### src/rtl/flash_cmd_decoder.sv
module flash_cmd_decoder #(
  parameter int          ADDR_W    = 21,
  parameter int          BLK_OFS_W = 15,
  parameter int          OTP_WORDS = 8,
  parameter logic [15:0] MFR_ID    = 16'h0089,
  parameter logic [15:0] DEV_ID    = 16'h88C2
) (
  input  logic              clk,
  input  logic              rst_n,
  input  logic              wr_en,
  input  logic [ADDR_W-1:0] wr_addr,
  input  logic [15:0]       wr_data,
  input  logic [ADDR_W-1:0] rd_addr,
  input  logic [1:0]        blk_lock_st,
  input  logic [OTP_WORDS-1:0] otp_lock,
  input  logic              seq_done,
  input  logic              seq_fail,
  output logic [1:0]        rd_src,
  output logic [15:0]       rd_data,
  output logic [7:0]        status,
  output logic              op_start,
  output logic [1:0]        op_kind,
  output logic [ADDR_W-1:0] op_addr,
  output logic [15:0]       op_data,
  output logic              susp_req,
  output logic              resume_req,
  output logic              lk_req,
  output logic [1:0]        lk_op,
  output logic [ADDR_W-1:0] lk_addr
);
  localparam int OTP_IDX_W = (OTP_WORDS > 1) ? $clog2(OTP_WORDS) : 1;

  localparam logic [1:0] M_ARR = 2'd0, M_STAT = 2'd1, M_CFG = 2'd2, M_QRY = 2'd3;
  localparam logic [1:0] K_PROG = 2'd0, K_ERASE = 2'd1, K_OTP = 2'd2;

  typedef enum logic [2:0] {S_RDY, S_BUSY, S_SUSE, S_SUSP, S_ESPB} st_t;
  typedef enum logic [2:0] {P_NONE, P_PROG, P_ERASE, P_CFG, P_OTP} pend_t;

  st_t        st;
  pend_t      pend;
  logic [1:0] mode;
  logic       run_erase;
  logic       e5, e4, e1;
  logic       legal;
  logic [15:0] cfg_word;

  wire [7:0] cmd    = wr_data[7:0];
  wire       busy   = (st == S_BUSY) || (st == S_ESPB);
  wire       second = wr_en && (pend != P_NONE);
  wire       fresh  = wr_en && (pend == P_NONE) && legal;
  wire [OTP_IDX_W-1:0] otp_idx = wr_addr[OTP_IDX_W-1:0];

  always_comb begin
    case (st)
      S_RDY:   legal = 1'b1;
      S_BUSY:  legal = (cmd == 8'h70) || (cmd == 8'hB0);
      S_ESPB:  legal = (cmd == 8'h70);
      S_SUSE:  legal = (cmd == 8'hFF) || (cmd == 8'h70) || (cmd == 8'h90) ||
                       (cmd == 8'h98) || (cmd == 8'h40) || (cmd == 8'h10) ||
                       (cmd == 8'hD0) || (cmd == 8'h60);
      S_SUSP:  legal = (cmd == 8'hFF) || (cmd == 8'h70) || (cmd == 8'h90) ||
                       (cmd == 8'h98) || (cmd == 8'hD0);
      default: legal = 1'b0;
    endcase
  end

  always_ff @(posedge clk or negedge rst_n) begin
    if (!rst_n) begin
      st         <= S_RDY;
      pend       <= P_NONE;
      mode       <= M_ARR;
      run_erase  <= 1'b0;
      e5         <= 1'b0;
      e4         <= 1'b0;
      e1         <= 1'b0;
      op_start   <= 1'b0;
      op_kind    <= K_PROG;
      op_addr    <= '0;
      op_data    <= '0;
      susp_req   <= 1'b0;
      resume_req <= 1'b0;
      lk_req     <= 1'b0;
      lk_op      <= 2'd0;
      lk_addr    <= '0;
    end else begin
      op_start   <= 1'b0;
      susp_req   <= 1'b0;
      resume_req <= 1'b0;
      lk_req     <= 1'b0;

      if (second) begin
        pend <= P_NONE;
        case (pend)
          P_PROG: begin
            op_start <= 1'b1;
            op_kind  <= K_PROG;
            op_addr  <= wr_addr;
            op_data  <= wr_data;
            mode     <= M_STAT;
            if (st == S_SUSE) st <= S_ESPB;
            else begin
              st        <= S_BUSY;
              run_erase <= 1'b0;
            end
          end
          P_ERASE: begin
            mode <= M_STAT;
            if (cmd == 8'hD0) begin
              op_start  <= 1'b1;
              op_kind   <= K_ERASE;
              op_addr   <= wr_addr;
              st        <= S_BUSY;
              run_erase <= 1'b1;
            end else begin
              e5 <= 1'b1;
              e4 <= 1'b1;
            end
          end
          P_CFG: begin
            if (cmd == 8'h01 || cmd == 8'hD0 || cmd == 8'h2F) begin
              lk_req  <= 1'b1;
              lk_addr <= wr_addr;
              lk_op   <= (cmd == 8'h01) ? 2'd1 : (cmd == 8'hD0) ? 2'd2 : 2'd3;
            end else begin
              e5   <= 1'b1;
              e4   <= 1'b1;
              mode <= M_STAT;
            end
          end
          P_OTP: begin
            mode <= M_STAT;
            if (otp_lock[otp_idx]) begin
              e4 <= 1'b1;
              e1 <= 1'b1;
            end else begin
              op_start  <= 1'b1;
              op_kind   <= K_OTP;
              op_addr   <= wr_addr;
              op_data   <= wr_data;
              st        <= S_BUSY;
              run_erase <= 1'b0;
            end
          end
          default: ;
        endcase
      end else if (fresh) begin
        case (cmd)
          8'hFF: mode <= M_ARR;
          8'h70: mode <= M_STAT;
          8'h90: mode <= M_CFG;
          8'h98: mode <= M_QRY;
          8'h50: begin
            e5 <= 1'b0;
            e4 <= 1'b0;
            e1 <= 1'b0;
          end
          8'h40, 8'h10: pend <= P_PROG;
          8'h20: pend <= P_ERASE;
          8'h60: pend <= P_CFG;
          8'hC0: pend <= P_OTP;
          8'hB0: if (st == S_BUSY && !seq_done) begin
            susp_req <= 1'b1;
            st       <= run_erase ? S_SUSE : S_SUSP;
          end
          8'hD0: if (st == S_SUSE || st == S_SUSP) begin
            resume_req <= 1'b1;
            mode       <= M_STAT;
            st         <= S_BUSY;
            run_erase  <= (st == S_SUSE);
          end
          default: ;
        endcase
      end

      if (seq_done && busy) begin
        st <= (st == S_ESPB) ? S_SUSE : S_RDY;
        if (seq_fail) begin
          if (st == S_BUSY && run_erase) e5 <= 1'b1;
          else e4 <= 1'b1;
        end
      end
    end
  end

  assign status = {~busy, (st == S_SUSE) || (st == S_ESPB), e5, e4,
                   1'b0, (st == S_SUSP), e1, 1'b0};

  always_comb begin
    if (rd_addr == '0)                                 cfg_word = MFR_ID;
    else if (rd_addr == ADDR_W'(1))                    cfg_word = DEV_ID;
    else if (rd_addr[BLK_OFS_W-1:0] == BLK_OFS_W'(2))  cfg_word = {14'd0, blk_lock_st};
    else                                               cfg_word = 16'd0;
  end

  assign rd_src  = mode;
  assign rd_data = (mode == M_STAT) ? {8'h00, status} :
                   (mode == M_CFG)  ? cfg_word : 16'd0;
endmodule

### config.mk
export PLATFORM = sky130hd
export DESIGN_NAME = flash_cmd_decoder
export DESIGN_NICKNAME = d
export VERILOG_FILES = /design/src/rtl/flash_cmd_decoder.sv
export SDC_FILE = /design/constraint.sdc
export NUM_CORES = 1
export LEC_CHECK = 0
export BUFFER_PORTS_ARGS = -buffer_cell sky130_fd_sc_hd__buf_2
export CELL_PAD_IN_SITES_DETAIL_PLACEMENT = 1
export CELL_PAD_IN_SITES_GLOBAL_PLACEMENT = 2
export CORE_ASPECT_RATIO = 0.9
export CORE_MARGIN = 2
export CORE_UTILIZATION = 29
export DETAILED_ROUTE_END_ITERATION = 8
export PLACE_DENSITY = 0.77
export SLEW_MARGIN = 20
export SYNTH_ARGS = -nofsm -noshare
export SYNTH_HDL_FRONTEND = slang
export SYNTH_SLANG_ARGS = --single-unit
### constraint.sdc
create_clock -name clk -period 2.9 [get_ports clk]
set_clock_uncertainty 0.15 [all_clocks]
set_input_delay 0.58 -clock clk [delete_from_list [all_inputs] [get_ports clk]]
set_output_delay 0.58 -clock clk [all_outputs]
set_load 0.005 [all_outputs]
==> flow_summary.ini <==
[status]
outcome = finished clean

[route]
routedWlPerCell_um = 16.77
viasPerCell = 4.915
drt_iter0_drc = 103
ant_nets = 0
firstDrtPassIters = 4
totalWireLength_um = 11510
drc = 0
vias = 3372

[cells_and_area]
final_area_mm2 = 0.005304
nets = 586
drive_gt1_share_pct = 50.77
regArea_mm2 = 0.001952
final_cell_mix = buf_2, dfrtp_1, mux2_2
areaGrowthSynthToFinish_pct = 34.61
final_common_cell = buf_2
antenna_cells = 0
n_fill_cell = 1495
multiInputGateArea_mm2 = 0.001798

[pwr]
peakVddDrop_mv = 0.3953
p_per_area_mw_per_mm2 = 748.2
leakage_nw = 2.661

[floorplanning]
start_util_pct = 29.60
fp.dieW_um = 126.9
num_rows = 40
die-area_mm2 = 0.01454
ios = 165
core_area_mm2 = 0.01331
die_y_um = 114.6

[synthesis]
ys_async_sr_fraction_pct = 100.0
avgSynthCellArea_um2 = 11.32
syn_inst = 348
ys_seq_area_share_pct = 49.54
syn-cell-area_mm2 = 0.003940
synth.distinct_cells = 56
synthFlopType = dfrtp_1
synth-seq-cells = 78
synth_edf_count = 0
yosys_warnings = 0

[critical_path]
start_kind = flip-flop
crit_type = flip-flop to primary output
crit_buf_inv = 3
max_stage_delay_ns = 0.43
crit_path_max_fanout = 4
critical_path.cell_chain = nor4b_2 > nand4_1 > or2_2 > inv_1 > nand2_1 > inv_1 > buf_2
r2r_slack_ns = 0.36
cp_slowest_cell = dfrtp_1
cp.required_ns = 2.17
critPathCaptureType = primary output
crit_family = simple AND/OR/NAND/NOR gates
crit_arrival_ns = 1.91
r2r_end = pend[0]$_DFFE_PN0P_
r2r_start = st[2]$_DFFE_PN0P_
crit_cells = 7
cpMostUsedCell = inv_1
rr_worst_depth = 6
startpoint = rd_src[0]$_DFFE_PN0P_
cp-endpoint = rd_data[11]

[clocking]
clock_latency_ns = 0.34
cts_root_buf = clkbuf_16
cts_buffer_depth = 2
htreeDepth = 3
post-cts-setup-buffers = 0
cts_made_buffers = 9
clock-sinks = 78
clk_pin_slew_ns = 0.06
cts_tree = built

[place]
io_buffers = 156
dpl.hpwl_um = 8777
place_area_mm2 = 0.004995
gp_congestion = 0.8261

[timing]
fin_crit_sh_pct = 91.12
fmax_mhz = 378.5
drv_slew = 0
setup_viol = 0
grt_setup_unrepaired = false
finalHoldViolations = 0
worst_pin_slew_ns = 0.7867
finalSetupTns_ns = 0
period_needed_ns = 2.642
relSlewSlack_pct = 47.11

[global_routing]
grt_usage_pct = 16.23
gr-total-overflow = 0
grt_max_degree = 55
grt_pass1_wl_um = 18460
grt_pass1_vias = 3675
antenna_found_initial = 0

[run]
drv_cap = 0

[hold_path]
hp-class = primary input to asynchronous set/reset pin
cells in the mapped netlist, drive strengths merged (4+ instances only):
cell | instances | area share [%]
nor3 | 11 | 1.7
mux2i | 4 | 1.3
nor4 | 6 | 1.1
o21ai | 12 | 1.6
nand2b | 9 | 1.4
nand3 | 6 | 0.76
buf | 22 | 3.9
clkbuf | 8 | 0.76
a21oi | 11 | 1.4
o211ai | 4 | 0.76
dfrtp | 78 | 50
inv | 10 | 0.95
or3 | 5 | 0.79
mux2 | 59 | 17
nor2 | 18 | 1.7
nor2b | 10 | 1.6
nand2 | 21 | 2.0
sequential cells by signal (all words and copies together), names as in the netlist, 2 cells and up:
register / cells
st: 3
lk_addr: 21
rd_src: 2
op_kind: 2
pend: 3
op_addr: 21
op_data: 16
lk_op: 2
logic make-up after synthesis:
logic type,share of synthesized area (%)
simple gates,14.77
flops,49.54
mux,19.43
compound gates,9.845
buf+inv,5.652
xor+xnor,0.6670
other cells,0.09518
worst min path at each step:
stage | startpoint | to | slack [ns]
6_report | rst_n | lk_addr[4]$_DFFE_PN0P_ | 0.15
5_1_grt | rst_n | lk_addr[4]$_DFFE_PN0P_ | 0.20
2_1_floorplan | rst_n | e1$_DFFE_PN0P_ | 0.13
3_5_place_dp | op_kind[0]$_DFFE_PN0P_ | op_kind[0]$_DFFE_PN0P_ | 0.33
4_1_cts | rst_n | lk_addr[2]$_DFFE_PN0P_ | 0.16
3_3_place_gp | op_kind[1]$_DFFE_PN0P_ | op_kind[1]$_DFFE_PN0P_ | 0.31
final cells by class:
class,count,area share [%]
tap,168,3.963
timing repair buffer,177,18.92
sequential,78,36.80
clock inverter,3,0.8021
clock buffer,13,4.907
inverter,10,0.7077
multi-input combinational,237,33.90
routing by layer:
metal	track usage [%]	wire, µm	up-vias
met5	0	0	-
met4	5.201	174	0
met3	6.215	1001	14
met2	26.45	5265	131
met1	19.95	5065	1654
li1	-	-	1573
power breakdown:
group	total, mW	leakage (nW)	internal (mW)	switching [mW]
clock network	1.16	0.146	0.713	0.443
logic	1.22	1.51	0.674	0.550
registers	1.59	1.01	1.39	0.195
worst register-to-register path, stage by stage, from the launching register on:
cell and delay, ns:
dfrtp_1 0.61, a21oi_1 0.14, a2bb2oi_1 0.24, nor3_1 0.08, o31ai_1 0.68, nor2_1 0.21
o221a_2 0.32
per-stage QoR:
step | util, % | setup WS (ns) | power [mW] | hold WS (ns) | instances
floorplan | - | 0.2772 | 2.243 | 0.1344 | 355
global placement | 37.52 | 0.04714 | 2.803 | 0.3136 | 670
detailed placement | 37.52 | -0.05716 | 2.850 | 0.3252 | 670
CTS | 39.79 | 0.1738 | 4.048 | 0.1630 | 686
global route | 39.84 | 0.07139 | 4.227 | 0.1963 | 686
finish | 39.84 | 0.2577 | 3.968 | 0.1524 | 686
repair_timing:
action,CTS,global route
resized for setup,0,1
setup endpoints to repair,0,4
hold buffers,0,0
(Power assumes the default switching activity.)
